`config.mk`:
```
export PLATFORM = sky130hd
export DESIGN_NAME = trapbase_guard
export DESIGN_NICKNAME = d
export VERILOG_FILES = /design/src/rtl/trapbase_pkg.sv /design/src/rtl/tbg_key_gate.sv /design/src/rtl/tbg_base_store.sv /design/src/rtl/tbg_read_mux.sv /design/src/rtl/trapbase_guard.sv
export SDC_FILE = /design/constraint.sdc
export NUM_CORES = 1
export LEC_CHECK = 0
export ABC_AREA = 1
export BUFFER_PORTS_ARGS = -buffer_cell sky130_fd_sc_hd__buf_2
export CAP_MARGIN = 20
export CORE_MARGIN = 2
export CORE_UTILIZATION = 37
export CTS_BUF_LIST = sky130_fd_sc_hd__clkbuf_2
export CTS_CLUSTER_DIAMETER = 60
export DETAILED_ROUTE_END_ITERATION = 8
export GPL_TIMING_DRIVEN = 0
export PLACE_DENSITY = 0.79
export REMOVE_ABC_BUFFERS = 1
export SYNTH_ARGS = -nofsm -noshare
export SYNTH_HDL_FRONTEND = slang
export SYNTH_HIERARCHICAL = 1
export SYNTH_SLANG_ARGS = --single-unit
```
`constraint.sdc`:
```
create_clock -name clk -period 1.2 [get_ports clk]
set_input_delay 0.3 -clock clk [delete_from_list [all_inputs] [get_ports clk]]
set_output_delay 0.3 -clock clk [all_outputs]
set_load 0.005 [all_outputs]
```
`src/rtl/trapbase_pkg.sv`:
```
package trapbase_pkg;
  localparam int IDX_W      = 2;
  localparam int KEY_W      = 8;
  localparam logic [IDX_W-1:0] IDX_KEY  = 2'd0;
  localparam logic [IDX_W-1:0] IDX_BASE = 2'd1;
endpackage

```
`src/rtl/tbg_key_gate.sv`:
```
module tbg_key_gate #(
  parameter int KEY_W = 8,
  parameter logic [KEY_W-1:0] KEY_VAL = 8'h59
) (
  input  logic             clk,
  input  logic             rst_n,
  input  logic             key_wr,
  input  logic [KEY_W-1:0] key_data,
  input  logic             relock,
  output logic             open_o
);
  always_ff @(posedge clk) begin
    if (!rst_n)      open_o <= 1'b0;
    else if (key_wr) open_o <= (key_data == KEY_VAL);
    else if (relock) open_o <= 1'b0;
  end
endmodule

```
`src/rtl/tbg_base_store.sv`:
```
module tbg_base_store #(
  parameter int DATA_W = 32,
  parameter int LOW_ZERO = 10,
  parameter int HIGH_ZERO = 4,
  parameter logic [DATA_W-1:0] RST_BASE = 32'h00C0_0000
) (
  input  logic                clk,
  input  logic                rst_n,
  input  logic                wr_go,
  input  logic [DATA_W/8-1:0] be,
  input  logic [DATA_W-1:0]   wdata,
  output logic [DATA_W-1:0]   base_o
);
  localparam int LANES = DATA_W / 8;
  localparam logic [DATA_W-1:0] LIVE_MASK =
    ((DATA_W)'(1) << (DATA_W - HIGH_ZERO)) - ((DATA_W)'(1) << LOW_ZERO);
  localparam logic [DATA_W-1:0] RST_MASKED = RST_BASE & LIVE_MASK;

  logic [DATA_W-1:0] q;

  for (genvar g = 0; g < LANES; g++) begin : g_lane
    always_ff @(posedge clk) begin
      if (!rst_n)
        q[g*8 +: 8] <= RST_MASKED[g*8 +: 8];
      else if (wr_go && be[g])
        q[g*8 +: 8] <= wdata[g*8 +: 8] & LIVE_MASK[g*8 +: 8];
    end
  end

  assign base_o = q & LIVE_MASK;
endmodule

```
`src/rtl/tbg_read_mux.sv`:
```
module tbg_read_mux #(
  parameter int DATA_W = 32,
  parameter int IDX_W = 2,
  parameter int KEY_W = 8,
  parameter logic [KEY_W-1:0] KEY_VAL = 8'h59
) (
  input  logic [IDX_W-1:0]  idx,
  input  logic              open_i,
  input  logic [DATA_W-1:0] base_i,
  output logic [DATA_W-1:0] rdata
);
  import trapbase_pkg::*;
  always_comb begin
    rdata = '0;
    if (idx == IDX_KEY)
      rdata[KEY_W-1:0] = open_i ? KEY_VAL : '0;
    else if (idx == IDX_BASE)
      rdata = base_i;
  end
endmodule

```
`src/rtl/trapbase_guard.sv`:
```
module trapbase_guard #(
  parameter int DATA_W = 32,
  parameter int LOW_ZERO = 10,
  parameter int HIGH_ZERO = 4,
  parameter logic [7:0] KEY_VAL = 8'h59,
  parameter logic [31:0] RST_BASE = 32'h00C0_0000
) (
  input  logic                          clk,
  input  logic                          rst_n,
  input  logic                          bus_we,
  input  logic [trapbase_pkg::IDX_W-1:0] bus_idx,
  input  logic [DATA_W/8-1:0]           bus_be,
  input  logic [DATA_W-1:0]             bus_wdata,
  output logic [DATA_W-1:0]             bus_rdata,
  output logic [DATA_W-1:0]             base_addr_o
);
  import trapbase_pkg::*;
  localparam int LANES = DATA_W / 8;

  logic key_open;
  logic key_wr;
  logic base_wr;
  logic top_hit;

  assign key_wr  = bus_we && (bus_idx == IDX_KEY) && bus_be[0];
  assign base_wr = bus_we && (bus_idx == IDX_BASE);
  assign top_hit = base_wr && bus_be[LANES-1];

  tbg_key_gate #(.KEY_W(KEY_W), .KEY_VAL(KEY_VAL)) u_key (
    .clk(clk), .rst_n(rst_n), .key_wr(key_wr),
    .key_data(bus_wdata[KEY_W-1:0]), .relock(top_hit), .open_o(key_open)
  );

  tbg_base_store #(.DATA_W(DATA_W), .LOW_ZERO(LOW_ZERO),
                   .HIGH_ZERO(HIGH_ZERO), .RST_BASE(RST_BASE[DATA_W-1:0])) u_base (
    .clk(clk), .rst_n(rst_n), .wr_go(base_wr && key_open),
    .be(bus_be), .wdata(bus_wdata), .base_o(base_addr_o)
  );

  tbg_read_mux #(.DATA_W(DATA_W), .IDX_W(IDX_W), .KEY_W(KEY_W),
                 .KEY_VAL(KEY_VAL)) u_rd (
    .idx(bus_idx), .open_i(key_open), .base_i(base_addr_o), .rdata(bus_rdata)
  );
endmodule

```
After elaboration in Yosys (flattened, before gate mapping)
Cells that the tools add are included.
{ "word_totals": {"register_bits": 19, "memories": 0, "out_inout_bits": 64, "latch_bits": 0, "wordCells": 22, "rom_bits": 0, "mem_bits_rw": 0} }
{ "op_classes": {"mul": 0, "n_reduce_logical": 10, "shifts": 0, "bitwise": 0, "order_cmp": 0, "eq_ne": 2, "muxes": 6, "div": 0, "add_sub_neg": 0} }
{ "ops": {"columns": ["op", "count"], "rows": [
  ["28-bit two-way mux", 1],
  ["20-bit two-way mux", 1],
  ["8-bit by 7-bit equality test with 1-bit output, second input constant", 1],
  ["1-bit logical AND", 8],
  ["8-bit two-way mux", 1],
  ["7-bit two-way mux", 1],
  ["2-bit by 1-bit equality test with 1-bit output, second input constant", 1],
  ["2-bit zero test", 1],
  ["1-bit two-way mux", 2],
  ["2-bit nonzero test", 1]
]} }

Longest topological paths before layout
{ "depth": {"depth_word": 5, "depth_mapped": 8} }

Modules after synthesis
The synthesis kept the hierarchy.
{ "by_module_without_submodules": {"columns": ["module", "area_each_um2", "cells_each", "instances"], "rows": [
  ["tbg_base_store", 860.8, 126, 1],
  ["tbg_read_mux", 340.3, 70, 1],
  ["tbg_key_gate", 81.3, 13, 1],
  ["trapbase_guard", 43.8, 10, 1]
]} }

Worst setup path after synthesis
Ideal clock, no wire load.
{ "synth_path": {"path_kind": "in2reg", "start": "input bus_idx[1] (netlist name)", "end": "register u_base.q[16] (netlist: u_base/base_o[16])", "t_arrival_ns": 1.065, "slack_ns": 0.022, "path_stages": 7, "setup_time_ns": 0.113, "path_buffers": 1, "path_cell_list": "inv_1 nand3_2 nor2_1 nand2_2 buf_6 nor2_1 nor2_1"} }
{ "synth_between": {"elab_chain_len": 4} }
{ "synth_lines": {"columns": ["element", "line", "rtl"], "rows": [
  ["start: declaration", "trapbase_guard.sv:11", "input logic [trapbase_pkg::IDX_W-1:0] bus_idx,"],
  ["2-bit by 1-bit equality test with 1-bit output", "trapbase_guard.sv:26", "assign base_wr = bus_we && (bus_idx == IDX_BASE);"],
  ["1-bit logical AND", "trapbase_guard.sv:26", null],
  ["1-bit logical AND", "trapbase_guard.sv:36", ".clk(clk), .rst_n(rst_n), .wr_go(base_wr && key_open),"],
  ["1-bit logical AND", "tbg_base_store.sv:25", "else if (wr_go && be[g])"],
  ["end signal: indexed assignment", "tbg_base_store.sv:24", "q[g*8 +: 8] <= RST_MASKED[g*8 +: 8];"],
  ["end signal: indexed assignment", "tbg_base_store.sv:26", "q[g*8 +: 8] <= wdata[g*8 +: 8] & LIVE_MASK[g*8 +: 8];"],
  ["end: declaration", "tbg_base_store.sv:19", "logic [DATA_W-1:0] q;"]
]} }
No other way between the ends.
A chain may end at the register's enable or synchronous reset.

Final worst setup path
{ "layout_path": {"start": "input bus_idx[1] (netlist name)", "end": "output bus_rdata[16]"} }
{ "layout_between": {"elab_chain_len": 3, "word_cells_on_any_way": 4, "classes_between": "1 x eq/ne; 2 x mux; 1 x reduce/logical"} }
{ "layout_lines": {"columns": ["element", "line", "rtl"], "rows": [
  ["2-bit by 1-bit equality test with 1-bit output", "tbg_read_mux.sv:17", "else if (idx == IDX_BASE)"],
  ["28-bit two-way mux", "tbg_read_mux.sv:17", null],
  ["20-bit two-way mux (*)", "tbg_read_mux.sv:15", "if (idx == IDX_KEY)"],
  ["end: declaration", "trapbase_guard.sv:14", "output logic [DATA_W-1:0] bus_rdata,"]
]} }
Mark *: on every way between the ends. The rest lies on a longest branch, timed or not.

==> metrics.md <==
| Metric | Value |
|---|---|
| Top-count cell post-synth | inv_1 |
| Synth Warn # | 6 |
| CP endpoint kind | primary output |
| Synth async-reset ratio | 0% |
| Mux share of post-synthesis cell area | 0% |
| Worst Hold Class | primary input to register |
| Drt via density | 4.03 |
| HPWL Detailed | 2120 microns |
| Synth cell count leaders | 51 x inv_1, 46 x nand2_1, 46 x nor2_1 |
| Main synth FF type | dfxtp_1 |
| Post-Synthesis Cells | 219 |
| Core Util, Final | between 50% and 60% |
| Vias | 1377 |
| Final setup fails | 16 |
| Initial core utilization | 39.1% |
| Status | finished, violations left |
| Die area | 0.00408 sq mm |
| Synth Area in Compound Gates | 0.660% |
| Crit path max-delay family | buffers and inverters |
| Dominant cell type by area after synthesis | dfxtp_1 |
| Crit share post-route | 102% |
| CP arrival | 930 ps |
| Failing checks | setup timing |
| CP most frequent cell | buf_2 |
| Setup Skew | around 9.8 ps |
| Die Wd | 63.9 microns |
| Overflow after GRT | 0 |
| Maximum number of pins on one net before global-route repair | 20 |
| Top cell type's share of synthesized area | 28.7% |
| Core area | approximately 0.0034 sq mm |
| Top cells by area, synth | dfxtp_1 29%, inv_1 14%, nand2_1 13% |
| RSZ-0062 raised after global routing | yes |
| Area Overhead vs Synth | 35.9% |
| Clock root buffer master | clkbuf_2 |
| Layout cells sized above 1 | 52.4% |
| Crit start category | primary input |
| Gr usage total | 15.1% |
| CTS sink cnt | 19 |
| Crit Path Max Fanout | 14 |
| I/O pin count | 105 |
| Crit path max-delay cell type | buf_2 |
| FF+latch count, synth | 19 |
| Inserted Diodes | 0 |
| FILL cells | 340 |
| Vias in the first global route | 1156 |
| Die height | ~64 microns |
| Power Density | 604 mW/mm^2 |
| CTS Buf Count | 3 |
| CTS H-tree depth | 1 |
| Start point of the critical path | bus_idx[1] |
| Critical Path RT | about 900 ps |
| Adder and majority gate portion of the synthesized area | 0% |
| GPL Wtd Cong | slightly above 0.7 |
| Later-pin clock latency in the skew report | about 300 ps |
| Drt pass-1 iters | 4 |
| Synth cell types | 14 |
| WHS | 201 ps |
| Routed length per placed instance | a little under 9 microns |
| Pre-CTS WS | -306 ps |
| Leakage power figure | 1.05 nW |
| 1st-iter DRT viols | between 40 and 50 |
| DRT antenna net count | 0 |
| Reg clk slew, reported paths | 180 ps |
| First-pass GRT wire length | 4900 microns |
| FF-to-FF Start | u_key/open_o |
| Antenna violations before repair | 0 |
| XOR/XNOR Fraction of Synth Area | 0% |
| Max_cap viols | 0 |
| Max incr delay on CP | roughly 130 ps |
| Syn Area/Cell | 6.06 sq um |
| Max IR drop VDD | 423 uV |
| Worst-path cell chain | buf_2 -> inv_6 -> nand2_8 -> nor2_2 -> buf_2 |
| Pwr Total | roughly 0.0011 W |
| PnR worst setup slack | -26.9 ps |
| Hold Startpoint | bus_wdata[14] |
| Final net count | 338 |
| CTS tree | yes |
| Largest family of logic cells by synthesized area | simple AND/OR/NAND/NOR gates |
| Row count | 21 |
| CP bufs+invs | 3 |
| Final min period | 1230 ps |
| Slew Limit Fails | 0 |
| Drt total wl | around 3000 microns |
| Clock tree buffer depth | 2 |
| EDFF count, synth | 0 |
| Sequential fraction of the synthesis area | 28.7% |
| Post-route DRC | 0 |
| Final hold vios | 0 |
| Cell Area, Synth | 0.00133 sq mm |
| Number of port buffers | between 70 and 80 |
| Crit path kind | primary input to primary output |
| Fmax | 815 MHz |
| Simple-gate share of the synthesized area | 42.7% |
flip-flops by register name, summed over array words and instances, names as in the netlist:
| register | count |
|---|---|
| u_key/open_o | 1 |
| u_base/base_o | 18 |
cells by family after synthesis:
group | Yosys count
buf+inv | 71
flops | 19
simple gates | 127
compound gates | 1
other cells | 1
placed cells by master (no fill, tap or decap), drive strengths merged:
cell type | Yosys | layout
clkbuf | 1 | 4
dfxtp | 19 | 19
a21oi | 1 | 1
nor2 | 68 | 68
nand2 | 49 | 50
conb | 1 | 14
inv | 51 | 51
buf | 19 | 79
nand3 | 10 | 10
metal layers:
| metal | part of all wire [%] | vias to the layer above | track usage, % |
|---|---|---|---|
| li1 | - | 742 | - |
| met1 | 45 | 567 | 17.5 |
| met2 | 46 | 66 | 27.9 |
| met3 | 9.1 | 2 | 3.87 |
| met4 | 0.27 | 0 | 2.45 |
| met5 | 0 | - | 0 |
report_power, final:
group | switching (W) | internal [W]
sequential | 0.0000000289 | 0.000626
clock | 0.000191 | 0.0000883
combinational | 0.000114 | 0.0000697
final timing paths:
kind,endpoint,slack (ps),cells past startpoint
min reg2reg,u_base/base_o[22],510,2
max reg2reg,u_base/base_o[26],120,6
max,bus_rdata[16],-30,5
min,u_base/base_o[14],200,3
per-stage QoR:
stage | TNS, ps | std cells | instance area (sq um)
6_report | -226 | 342 | 1800
4_1_cts | -365 | 342 | 1770
3_3_place_gp | -8280 | 332 | 1630
3_5_place_dp | -8550 | 332 | 1630
2_1_floorplan | 0 | 212 | 1200
5_1_grt | -1760 | 342 | 1800
cell type report:
cell class	count	area, sq um	area share (%)
Multi-Input combinational cell	143	689	38.2
Timing Repair Buffer	79	430	23.9
Sequential cell	19	409	22.7
Inverter	51	196	10.9
Tap cell	46	57.6	3.19
Clock buffer	4	20.0	1.11
tightest hold or removal path, cell delays in order:
cell	delay, ps
buf_2	70
nor2_1	30
nor2_1	80
repair_timing:
action / 4_1_cts / 5_1_grt
resized for setup: 48 / 10
setup buffers: 5 / 0
hold buffers: 0 / 0
cloned: 1 / 0
endpoints found under the setup margin: 40 / 28
endpoints found under the hold margin: 0 / 0
pin swaps: 16 / 8
(Power assumes the default switching activity.)
